## src/rtl/uart_irq_pkg.sv

```systemverilog
package uart_irq_pkg;
  typedef struct packed {
    logic tx_empty;
    logic tx_idle;
    logic rx_ready;
    logic overrun;
  } uart_stat_t;
endpackage

```

## src/rtl/uart_irq_status.sv

```systemverilog
module uart_irq_status
  import uart_irq_pkg::*;
#(
  parameter int WORD_W = 9
) (
  input  logic              clk_i,
  input  logic              rst_ni,
  input  logic              tx_empty_set_i,
  input  logic              tx_wr_i,
  input  logic              tx_idle_set_i,
  input  logic              tx_start_i,
  input  logic              rx_done_i,
  input  logic [WORD_W-1:0] rx_word_i,
  input  logic              overrun_i,
  input  logic              stat_rd_i,
  input  logic              data_rd_i,
  output uart_stat_t        stat_o,
  output logic [WORD_W-1:0] rx_data_o
);
  uart_stat_t        stat_q;
  logic [WORD_W-1:0] word_q;
  logic              ovr_armed_q;

  always_ff @(posedge clk_i or negedge rst_ni) begin
    if (!rst_ni) begin
      stat_q      <= '{tx_empty: 1'b1, tx_idle: 1'b1, rx_ready: 1'b0, overrun: 1'b0};
      word_q      <= '0;
      ovr_armed_q <= 1'b0;
    end else begin
      // set events win over clearing actions
      if (tx_empty_set_i)  stat_q.tx_empty <= 1'b1;
      else if (tx_wr_i)    stat_q.tx_empty <= 1'b0;
      if (tx_idle_set_i)   stat_q.tx_idle  <= 1'b1;
      else if (tx_start_i) stat_q.tx_idle  <= 1'b0;
      if (rx_done_i)       stat_q.rx_ready <= 1'b1;
      else if (data_rd_i)  stat_q.rx_ready <= 1'b0;
      if (rx_done_i)       word_q          <= rx_word_i;
      if (overrun_i)                      stat_q.overrun <= 1'b1;
      else if (data_rd_i && ovr_armed_q)  stat_q.overrun <= 1'b0;
      // status read while overrun arms the clear by the next data read
      if (data_rd_i)                            ovr_armed_q <= 1'b0;
      else if (stat_rd_i && stat_q.overrun)     ovr_armed_q <= 1'b1;
    end
  end

  assign stat_o    = stat_q;
  assign rx_data_o = word_q;
endmodule

```

## src/rtl/uart_irq_qual.sv

```systemverilog
module uart_irq_qual
  import uart_irq_pkg::*;
(
  input  uart_stat_t stat_i,
  input  logic [1:0] rx_top_i,
  input  logic       nine_bit_i,
  input  logic       addr_det_i,
  input  logic       parity_en_i,
  input  logic       rx_ie_i,
  input  logic       idle_ie_i,
  input  logic       empty_ie_i,
  input  logic       wake_en_i,
  input  logic       wake_edge_i,
  output logic       src_o,
  output logic       parity_en_eff_o
);
  logic top_bit;
  logic rx_ok;

  // rx_top_i[1] = bit 8, rx_top_i[0] = bit 7
  assign top_bit = nine_bit_i ? rx_top_i[1] : rx_top_i[0];
  assign rx_ok   = stat_i.rx_ready && (!addr_det_i || top_bit);

  assign src_o = (rx_ie_i    && (rx_ok || stat_i.overrun))
              || (idle_ie_i  && stat_i.tx_idle)
              || (empty_ie_i && stat_i.tx_empty)
              || (wake_en_i  && wake_edge_i);

  assign parity_en_eff_o = parity_en_i && !addr_det_i;
endmodule

```

## src/rtl/uart_irq_req.sv

```systemverilog
module uart_irq_req (
  input  logic clk_i,
  input  logic rst_ni,
  input  logic src_i,
  input  logic ack_i,
  output logic req_o
);
  logic src_q;
  logic req_q;

  always_ff @(posedge clk_i or negedge rst_ni) begin
    if (!rst_ni) begin
      src_q <= 1'b0;
      req_q <= 1'b0;
    end else begin
      src_q <= src_i;
      if (src_i && !src_q) req_q <= 1'b1;
      else if (ack_i)      req_q <= 1'b0;
    end
  end

  assign req_o = req_q;
endmodule

```

## src/rtl/uart_irq_agg.sv

```systemverilog
module uart_irq_agg
  import uart_irq_pkg::*;
#(
  parameter int WORD_W = 9
) (
  input  logic              clk_i,
  input  logic              rst_ni,
  input  logic              tx_empty_set_i,
  input  logic              tx_wr_i,
  input  logic              tx_idle_set_i,
  input  logic              tx_start_i,
  input  logic              rx_done_i,
  input  logic [WORD_W-1:0] rx_word_i,
  input  logic              overrun_i,
  input  logic              stat_rd_i,
  input  logic              data_rd_i,
  input  logic              wake_edge_i,
  input  logic              nine_bit_i,
  input  logic              rx_ie_i,
  input  logic              idle_ie_i,
  input  logic              empty_ie_i,
  input  logic              wake_en_i,
  input  logic              addr_det_i,
  input  logic              parity_en_i,
  input  logic              mod_ie_i,
  input  logic              glob_ie_i,
  input  logic              ack_i,
  output logic              tx_empty_o,
  output logic              tx_idle_o,
  output logic              rx_ready_o,
  output logic              overrun_o,
  output logic [WORD_W-1:0] rx_data_o,
  output logic              parity_en_eff_o,
  output logic              irq_flag_o,
  output logic              irq_o
);
  localparam int TOP9 = WORD_W - 1;
  localparam int TOP8 = WORD_W - 2;

  uart_stat_t        stat;
  logic [WORD_W-1:0] word;
  logic              src;

  uart_irq_status #(.WORD_W(WORD_W)) i_status (
    .clk_i, .rst_ni,
    .tx_empty_set_i, .tx_wr_i, .tx_idle_set_i, .tx_start_i,
    .rx_done_i, .rx_word_i, .overrun_i, .stat_rd_i, .data_rd_i,
    .stat_o(stat), .rx_data_o(word)
  );

  uart_irq_qual i_qual (
    .stat_i(stat), .rx_top_i({word[TOP9], word[TOP8]}),
    .nine_bit_i, .addr_det_i, .parity_en_i,
    .rx_ie_i, .idle_ie_i, .empty_ie_i, .wake_en_i, .wake_edge_i,
    .src_o(src), .parity_en_eff_o
  );

  uart_irq_req i_req (
    .clk_i, .rst_ni, .src_i(src), .ack_i, .req_o(irq_flag_o)
  );

  assign tx_empty_o = stat.tx_empty;
  assign tx_idle_o  = stat.tx_idle;
  assign rx_ready_o = stat.rx_ready;
  assign overrun_o  = stat.overrun;
  assign rx_data_o  = word;
  assign irq_o      = irq_flag_o && mod_ie_i && glob_ie_i;
endmodule

```

## config.mk

```make
export PLATFORM = sky130hd
export DESIGN_NAME = uart_irq_agg
export DESIGN_NICKNAME = d
export VERILOG_FILES = /design/src/rtl/uart_irq_pkg.sv /design/src/rtl/uart_irq_status.sv /design/src/rtl/uart_irq_qual.sv /design/src/rtl/uart_irq_req.sv /design/src/rtl/uart_irq_agg.sv
export SDC_FILE = /design/constraint.sdc
export NUM_CORES = 1
export LEC_CHECK = 0
export BUFFER_PORTS_ARGS = -buffer_cell sky130_fd_sc_hd__buf_2
export CORE_AREA = 2 2 43 45
export CTS_CLUSTER_SIZE = 40
export DETAILED_ROUTE_END_ITERATION = 10
export DIE_AREA = 0 0 45 47
export PLACE_DENSITY = 0.86
export SLEW_MARGIN = 15
export SYNTH_ARGS = -nofsm -noshare
export SYNTH_HDL_FRONTEND = slang
export SYNTH_SLANG_ARGS = --single-unit
export TNS_END_PERCENT = 20
```

## constraint.sdc

```tcl
create_clock -name clk_i -period 2.8 [get_ports clk_i]
set_input_delay 0.28 -clock clk_i [delete_from_list [all_inputs] [get_ports clk_i]]
set_output_delay 0.28 -clock clk_i [all_outputs]
set_load 0.005 [all_outputs]
```

==> summary.txt, run 1 <==
Finish
  – Multi-input gate area: between 200 and 250 µm²
  – N_diodes: 0
  – # fillers: 152
  – Layout overhead on the synthesized area: 43.3%
  – Net total in the final layout: 126
  – Non-filler cells in the finished layout: 111
  – Share of layout cells above drive strength 1: 63.8%
  – FF/Latch Area: slightly above 400 µm²

CTS
  – TritonCTS clock tree: done
  – Clk slew on worst S/H paths: ~80 ps
  – Clock Sinks: 16
  – Post-CTS Setup Inserts: 0
  – Clock Tree Buf Depth: 2
  – Number of resized instances in the post-cts repair step: 0
  – Clock latency on the worst-skew pair: 270 ps
  – Root Buffer Master: sky130_fd_sc_hd__clkbuf_4
  – Count of hold-fix buffers inserted at cts: 1
  – Number of buffers created by CTS: 3
  – Depth of the CTS H-tree: 1

Pwr
  – Leak Pwr: ~0.48 nW
  – Overall power: 0.457 mW
  – Cell area power density: roughly 500 nW/µm²
  – IR Drop Worst-Case VDD: roughly 0.00032 V

Synth
  – Count of distinct cell types in the synthesized netlist: 16
  – Synthesized flop and latch total: 16
  – Simple-Gate Fraction of Synth Area: 4.74%
  – Synthesized net count: 76
  – Commonest register cell after synthesis: sky130_fd_sc_hd__dfrtp_1
  – Biggest area consumer among synthesized cells: sky130_fd_sc_hd__dfrtp_1
  – Main area contributors after synthesis: sky130_fd_sc_hd__dfrtp_1 (55%), sky130_fd_sc_hd__mux2_2 (18%), sky130_fd_sc_hd__dfstp_2 (8.3%)
  – Synthesized-area fraction occupied by xor and xnor cells: 0%
  – Commonest cells in the netlist: sky130_fd_sc_hd__dfrtp_1 (14), sky130_fd_sc_hd__mux2_2 (10), sky130_fd_sc_hd__a21o_1 (4), sky130_fd_sc_hd__inv_1 (4)
  – Largest family of logic cells by synthesized area: multiplexers
  – Share of the synthesized area in the top cell type: between 50% and 60%
  – Cell with the most instances after synthesis: sky130_fd_sc_hd__dfrtp_1
  – Share of the synthesized area in compound gates (AO/OA/AOI/OAI): 10.7%
  – Post-synthesis adder-cell area fraction: 0%
  – Number of flops mapped to enable cells by yosys: 0
  – Warnings from Yosys: 0
  – Share of synthesized flip-flops with an asynchronous set or reset: 100%
  – Post-Synthesis Mean Instance Area: between 10 and 15 µm²
  – Share of the yosys chip area belonging to registers: a little under two thirds
  – Synthesized area: between 600 and 700 µm²
  – Count of mapped cells out of synthesis: between 40 and 50
  – Portion of netlist area occupied by mux cells: about 18%

Setup path
  – Ordered list of cells on the worst path: buf_2
  – Nature of the critical path startpoint: register
  – Worst Path Arrival: 940 ps
  – Largest incremental delay on the critical path: around 550 ps
  – Top delay family on crit path: flip-flops
  – Critical path's slowest cell: sky130_fd_sc_hd__dfstp_2
  – Category of the critical setup timing path: register to output port
  – Kind of capture point of the worst setup path: output port
  – Crit Path Max Fanout: 3
  – Count of buffering cells on the critical path with inverters included: 1
  – Req. time, crit path: ~2500 ps

Placement
  – Port Buffers: between 40 and 50
  – Dpl ws: roughly 1600 ps
  – Dpl hpwl: 1060 µm
  – Routability cong.: approximately 0.63
  – Count of placed standard cells including taps: ~110

Drt
  – Total Routed Length: 1290 µm
  – Initial drt markers: 3
  – Iteration count of the initial detailed-routing pass: 4
  – Vias/cell: between 4 and 5
  – Antenna Violating Nets Remaining: 0
  – Remaining routing DRC violations: 0
  – Overall via count from detail_route: ~520
  – Average wire length per cell after detail routing: 11.6 µm

Floorplan
  – Standard-cell row count: 15
  – Initial Util: about two fifths
  – Height of the die: 47 µm
  – Width of the chip: ~45 µm
  – DIE AREA: between 2000 and 2500 µm²
  – Top-level I/O count: between 40 and 50
  – Core area: ~1700 µm²

Global routing
  – Initial antenna violation count: 0
  – Wire length of the first global-routing pass: ~2100 µm
  – Maximum number of pins on one net before global-route repair: 17
  – Gr ovfl total: 0
  – Vias in the first global route: 508
  – Overall track demand over capacity in global routing: around 14%

Flow run
  – Maximum Capacitance Violations: 0

STA
  – Share of the cycle needed by the critical path after routing: between 40% and 50%
  – Worst-case headroom to the max-slew limit: 72.0%
  – Final critical-path required period: about 1200 ps
  – Worst path setup slack after routing: about 1600 ps
  – Final Slew Violations: 0
  – Clock Skews: around 3.1 ps
  – Total count of hold-check failures in the final report: 0
  – RSZ-0062 raised after global routing: false
  – Worst Max-Slew Pin Slew: 420 ps
  – F_max: between 800 and 900 MHz
  – Sum of negative setup slack: 0 ps
  – Setup violation total in the final timing report: 0

Run status
  – Status: complete, no violations

Hold path
  – Worst hold-check path type: input pin to register
[stage by stage]
stage               util (%)  hold WS (ps)  instance area [µm²]
floorplan                  -         -15.6                  633
global route            54.9           181                  907
finish                  54.9           180                  907
detailed placement      53.0           207                  875
CTS                     54.9           167                  907
global placement        53.0           199                  875
[state kept, by name (all words and copies together), names as in the netlist]
register / cells
i_status.rx_data_o: 9
i_req.src_q: 1
i_req.req_o: 1
i_status.stat_o: 4
i_status.ovr_armed_q: 1
[cell families (layout without fill, tap and decap cells)]
group,Yosys count,count (layout)
simple gates,6,6
mux,10,10
buf+inv,5,53
flops,16,16
compound gates,9,9
[path summary, 6_finish.rpt]
path / startpoint / end / slack (ps) / cells after the start
min reg2reg: i_req.src_q$_DFF_PN0_ / i_req.req_o$_DFFE_PN0P_ / 460 / 1
max: i_status.stat_o[3]$_DFFE_PN1P_ / tx_empty_o / 1580 / 1
max in group asynchronous: rst_ni / i_status.stat_o[2]$_DFFE_PN1P_ / 2070 / 2
min: data_rd_i / i_status.ovr_armed_q$_DFFE_PN0P_ / 180 / 2
max reg2reg: i_status.stat_o[2]$_DFFE_PN1P_ / i_req.req_o$_DFFE_PN0P_ / 1630 / 3
min in group asynchronous: rst_ni / i_status.stat_o[1]$_DFFE_PN0P_ / 430 / 2
[metal layers]
| layer | GRT usage, % | share of wire, % |
|---|---|---|
| met4 | 8.82 | 1.1 |
| met2 | 25.4 | 51 |
| met5 | 0 | 0 |
| met3 | 2.31 | 7.7 |
| met1 | 16.5 | 40 |
[power by group]
part	leakage (nW)	total, mW	internal, mW	switching (mW)
logic	0.286	0.0805	0.0497	0.0309
registers	0.182	0.266	0.254	0.0125
clock network	0.0138	0.110	0.0497	0.0606
total	0.481	0.457	0.353	0.104
[layout by cell type (no fill, tap or decap)]
cell type	count
sky130_fd_sc_hd__a222oi_1	1
sky130_fd_sc_hd__nor2_1	1
sky130_fd_sc_hd__nor2b_1	1
sky130_fd_sc_hd__dfstp_2	2
sky130_fd_sc_hd__inv_1	4
sky130_fd_sc_hd__a2bb2oi_1	1
sky130_fd_sc_hd__a21o_1	4
sky130_fd_sc_hd__nand2b_1	1
sky130_fd_sc_hd__mux2_2	10
sky130_fd_sc_hd__and3_1	1
sky130_fd_sc_hd__dfrtp_1	14
sky130_fd_sc_hd__o21ai_1	1
sky130_fd_sc_hd__dlygate4sd3_1	1
sky130_fd_sc_hd__clkbuf_4	3
sky130_fd_sc_hd__a21oi_1	1
sky130_fd_sc_hd__o221ai_1	1
sky130_fd_sc_hd__buf_2	45
sky130_fd_sc_hd__nand2_1	2
[layout make-up]
cell class                 count  share of cell area (%)
tap                           17                    2.34
sequential                    16                    44.4
multi-input combinational     25                    23.2
inverter                       4                    1.66
timing repair buffer          46                    25.9
clock buffer                   3                    2.48
Power figures use the tool's default switching activity.
==> run 2, diff against run 1 <==
CORE_AREA = 2 2 44 46   (was 2 2 43 45)
DIE_AREA = 0 0 46 48   (was 0 0 45 47)
PLACE_DENSITY = 0.83   (was 0.86)
clock period = 1.28 ns   (was 2.8 ns; I/O delays follow)
==> run 2 against run 1 <==
Against the previous run:
- non-clock buffer count stayed put
- sequential share of layout area is 0.18 points lower
- clock-buffer cell count is 1 higher
- first-iteration DRC count stayed put
- routed wire length is 3.7% higher
- total power is 120% higher
- sequential cell count stayed put
- worst setup slack worse by 1400 ps
- via count is 3.7% higher
- combinational power is 120% higher
- critical path type is now register to register
- critical endpoint is now i_req.req_o$_DFFE_PN0P_
- largest power group unchanged
==> summary.txt, run 2 (same netlist as run 1, synthesis figures left out) <==
Drt
  – Total length of routed met2 wires: 636 µm
  – Average wire length per cell after detail routing: around 12 µm
  – Antenna Violating Nets Remaining: 0
  – Remaining routing DRC violations: 0
  – Initial drt markers: 3
  – Met3 wirelength from detailed routing: between 100 and 150 µm
  – Overall via count from detail_route: 538
  – Vias/cell: 4.80
  – Met1 layer wirelength in the final routing: around 570 µm
  – Iteration count of the initial detailed-routing pass: 4
  – Highest metal layer used by the detailed router: met4
  – Total Routed Length: between 1000 and 1500 µm

STA
  – Share of the cycle needed by the critical path after routing: 89.0%
  – Final Slew Violations: 0
  – Final Hold Slack: approximately 19 ps
  – F_max: 878 MHz
  – Final critical-path required period: between 1000 and 1500 ps
  – Worst Max-Slew Pin Slew: ~380 ps
  – Sum of negative setup slack: 0 ps
  – Total count of hold-check failures in the final report: 0
  – RSZ-0062 raised after global routing: false
  – Clock Skews: about 3.3 ps
  – Worst-case headroom to the max-slew limit: between 70% and 80%
  – Setup violation total in the final timing report: 0

Floorplan
  – Top-level I/O count: 46
  – Height of the die: approximately 48 µm
  – Standard-cell row count: 15
  – Initial Util: 37.5%
  – Width of the chip: roughly 46 µm
  – Core area: approximately 1700 µm²
  – DIE AREA: around 2200 µm²

Placement
  – Routability cong.: 0.622
  – Dpl hpwl: 1090 µm
  – Port Buffers: 45

Setup path
  – Register-to-register setup slack: ~140 ps
  – Req. time, crit path: approximately 1500 ps
  – Kind of capture point of the worst setup path: register
  – Category of the critical setup timing path: register to register
  – FF-to-FF path depth: 3
  – Origin of the critical flop-to-flop path: i_status.stat_o[2]$_DFFE_PN1P_
  – Crit Path Max Fanout: 3
  – Critical path's slowest cell: sky130_fd_sc_hd__a222oi_1
  – Largest incremental delay on the critical path: ~400 ps
  – Worst Path Arrival: ~1300 ps
  – Nature of the critical path startpoint: register
  – Worst r2r dst: i_req.req_o$_DFFE_PN0P_
  – Ordered list of cells on the worst path: a222oi_1 -> a2bb2oi_1 -> o21ai_1

Flow run
  – Maximum Capacitance Violations: 0

Finish
  – Most common cell after layout, fill and taps aside: sky130_fd_sc_hd__buf_2
  – Commonest cells after routing, fill and taps aside: sky130_fd_sc_hd__buf_2 (45), sky130_fd_sc_hd__dfrtp_1 (14), sky130_fd_sc_hd__mux2_2 (10)
  – Layout overhead on the synthesized area: 43.9%
  – Net total in the final layout: 126
  – Largest register FFs: 9
  – Share of layout cells above drive strength 1: between 60% and 70%
  – # fillers: 142
  – N_diodes: 0

Hold path
  – Startpoint of the tightest hold check path: overrun_i
  – Worst hold-check path type: input pin to register
  – Worst Hold Path EP: i_status.stat_o[0]$_DFFE_PN0P_
  – Count of cells along the worst hold path: 2

CTS
  – Clock Tree Buf Depth: 2
  – Clock Sinks: 16
  – Post-CTS Setup Inserts: 0
  – Number of resized instances in the post-cts repair step: 0
  – Depth of the CTS H-tree: 1
  – Clk slew on worst S/H paths: ~90 ps
  – TritonCTS clock tree: done
  – Number of buffers created by CTS: 3
  – Clock latency on the worst-skew pair: between 200 and 300 ps
  – Root Buffer Master: sky130_fd_sc_hd__clkbuf_4

Pwr
  – Net switching power figure: between 0.2 and 0.25 mW
  – Cell area power density: around 1100 nW/µm²
  – Leak Pwr: ~0.48 nW
  – Internal power: 0.785 mW
  – Net switching fraction of the power: between 20% and 30%
  – IR Drop Worst-Case VDD: 0.000601 V
  – Logic gate share of total power: around 17%
  – Share of total power in sequential cells: between 50% and 60%
  – Clock network power share: between 20% and 30%

Global routing
  – Wire length of the first global-routing pass: 1950 µm
  – Initial antenna violation count: 0
  – Gr ovfl total: 0
  – Vias in the first global route: approximately 500
  – Overall track demand over capacity in global routing: roughly an eighth
  – Maximum number of pins on one net before global-route repair: 17

Run status
  – Status: complete, no violations
==> run 2: power by group through the flow <==
stage	clock network, mW	registers (mW)	logic [mW]
final	0.269	0.582	0.177
after global routing	0.305	0.588	0.199
after CTS	0.283	0.582	0.181
after detailed placement	0	0.592	0.178
after global placement	0	0.589	0.174
after floorplan	0	0.595	0.0671
==> run 2: worst max-delay path, delay by kind of cell (launching register included) <==
| family | cells | cell delay [ps] |
|---|---|---|
| AOI/OAI and AO/OA | 3 | 650 |
| DFF | 1 | 380 |
==> run 2: worst max path at each step <==
stage,slack [ps],startpoint,end,cells after the start
after floorplan,220,i_status.stat_o[2]$_DFFE_PN1P_,i_req.req_o$_DFFE_PN0P_,3
after global placement,190,i_status.stat_o[2]$_DFFE_PN1P_,i_req.req_o$_DFFE_PN0P_,3
after detailed placement,140,i_status.stat_o[2]$_DFFE_PN1P_,i_req.req_o$_DFFE_PN0P_,3
after CTS,130,i_status.stat_o[2]$_DFFE_PN1P_,i_req.req_o$_DFFE_PN0P_,3
after global routing,100,i_status.stat_o[2]$_DFFE_PN1P_,i_req.req_o$_DFFE_PN0P_,3
final,140,i_status.stat_o[2]$_DFFE_PN1P_,i_req.req_o$_DFFE_PN0P_,3
==> run 2: cell type report <==
cell class / instances / area, µm² / share of cell area (%)
flip-flops and latches: 16 / 403 / 44.2
repair buffers: 46 / 235 / 25.8
multi-input cells: 25 / 210 / 23.1
clock buffers: 4 / 26.3 / 2.88
well taps: 17 / 21.3 / 2.34
inverters: 4 / 15.0 / 1.65
==> run 2: what timing repair did <==
| item | 4_1_cts | 5_1_grt |
|---|---|---|
| hold buffers | 1 | 0 |
| endpoints found under the hold margin | 14 | 0 |
| setup endpoints to repair | 0 | 0 |
==> run 2: layer usage <==
layer | up-vias | global-route usage [%]
met3 | 2 | 2.64
li1 | 260 | -
met4 | 0 | 9.71
met2 | 30 | 22.8
met1 | 246 | 13.6
met5 | - | 0
==> run 2: per-stage QoR <==
stage / worst slack, ps / std cells / total power [mW] / util (%) / instance area (µm²)
finish: 141 / 112 / 1.03 / 53.9 / 911
global route: 96.1 / 112 / 1.09 / 53.9 / 911
CTS: 134 / 112 / 1.05 / 53.9 / 911
detailed placement: 136 / 107 / 0.771 / 51.8 / 875
global placement: 187 / 107 / 0.763 / 51.8 / 875
floorplan: 222 / 46 / 0.662 / - / 633
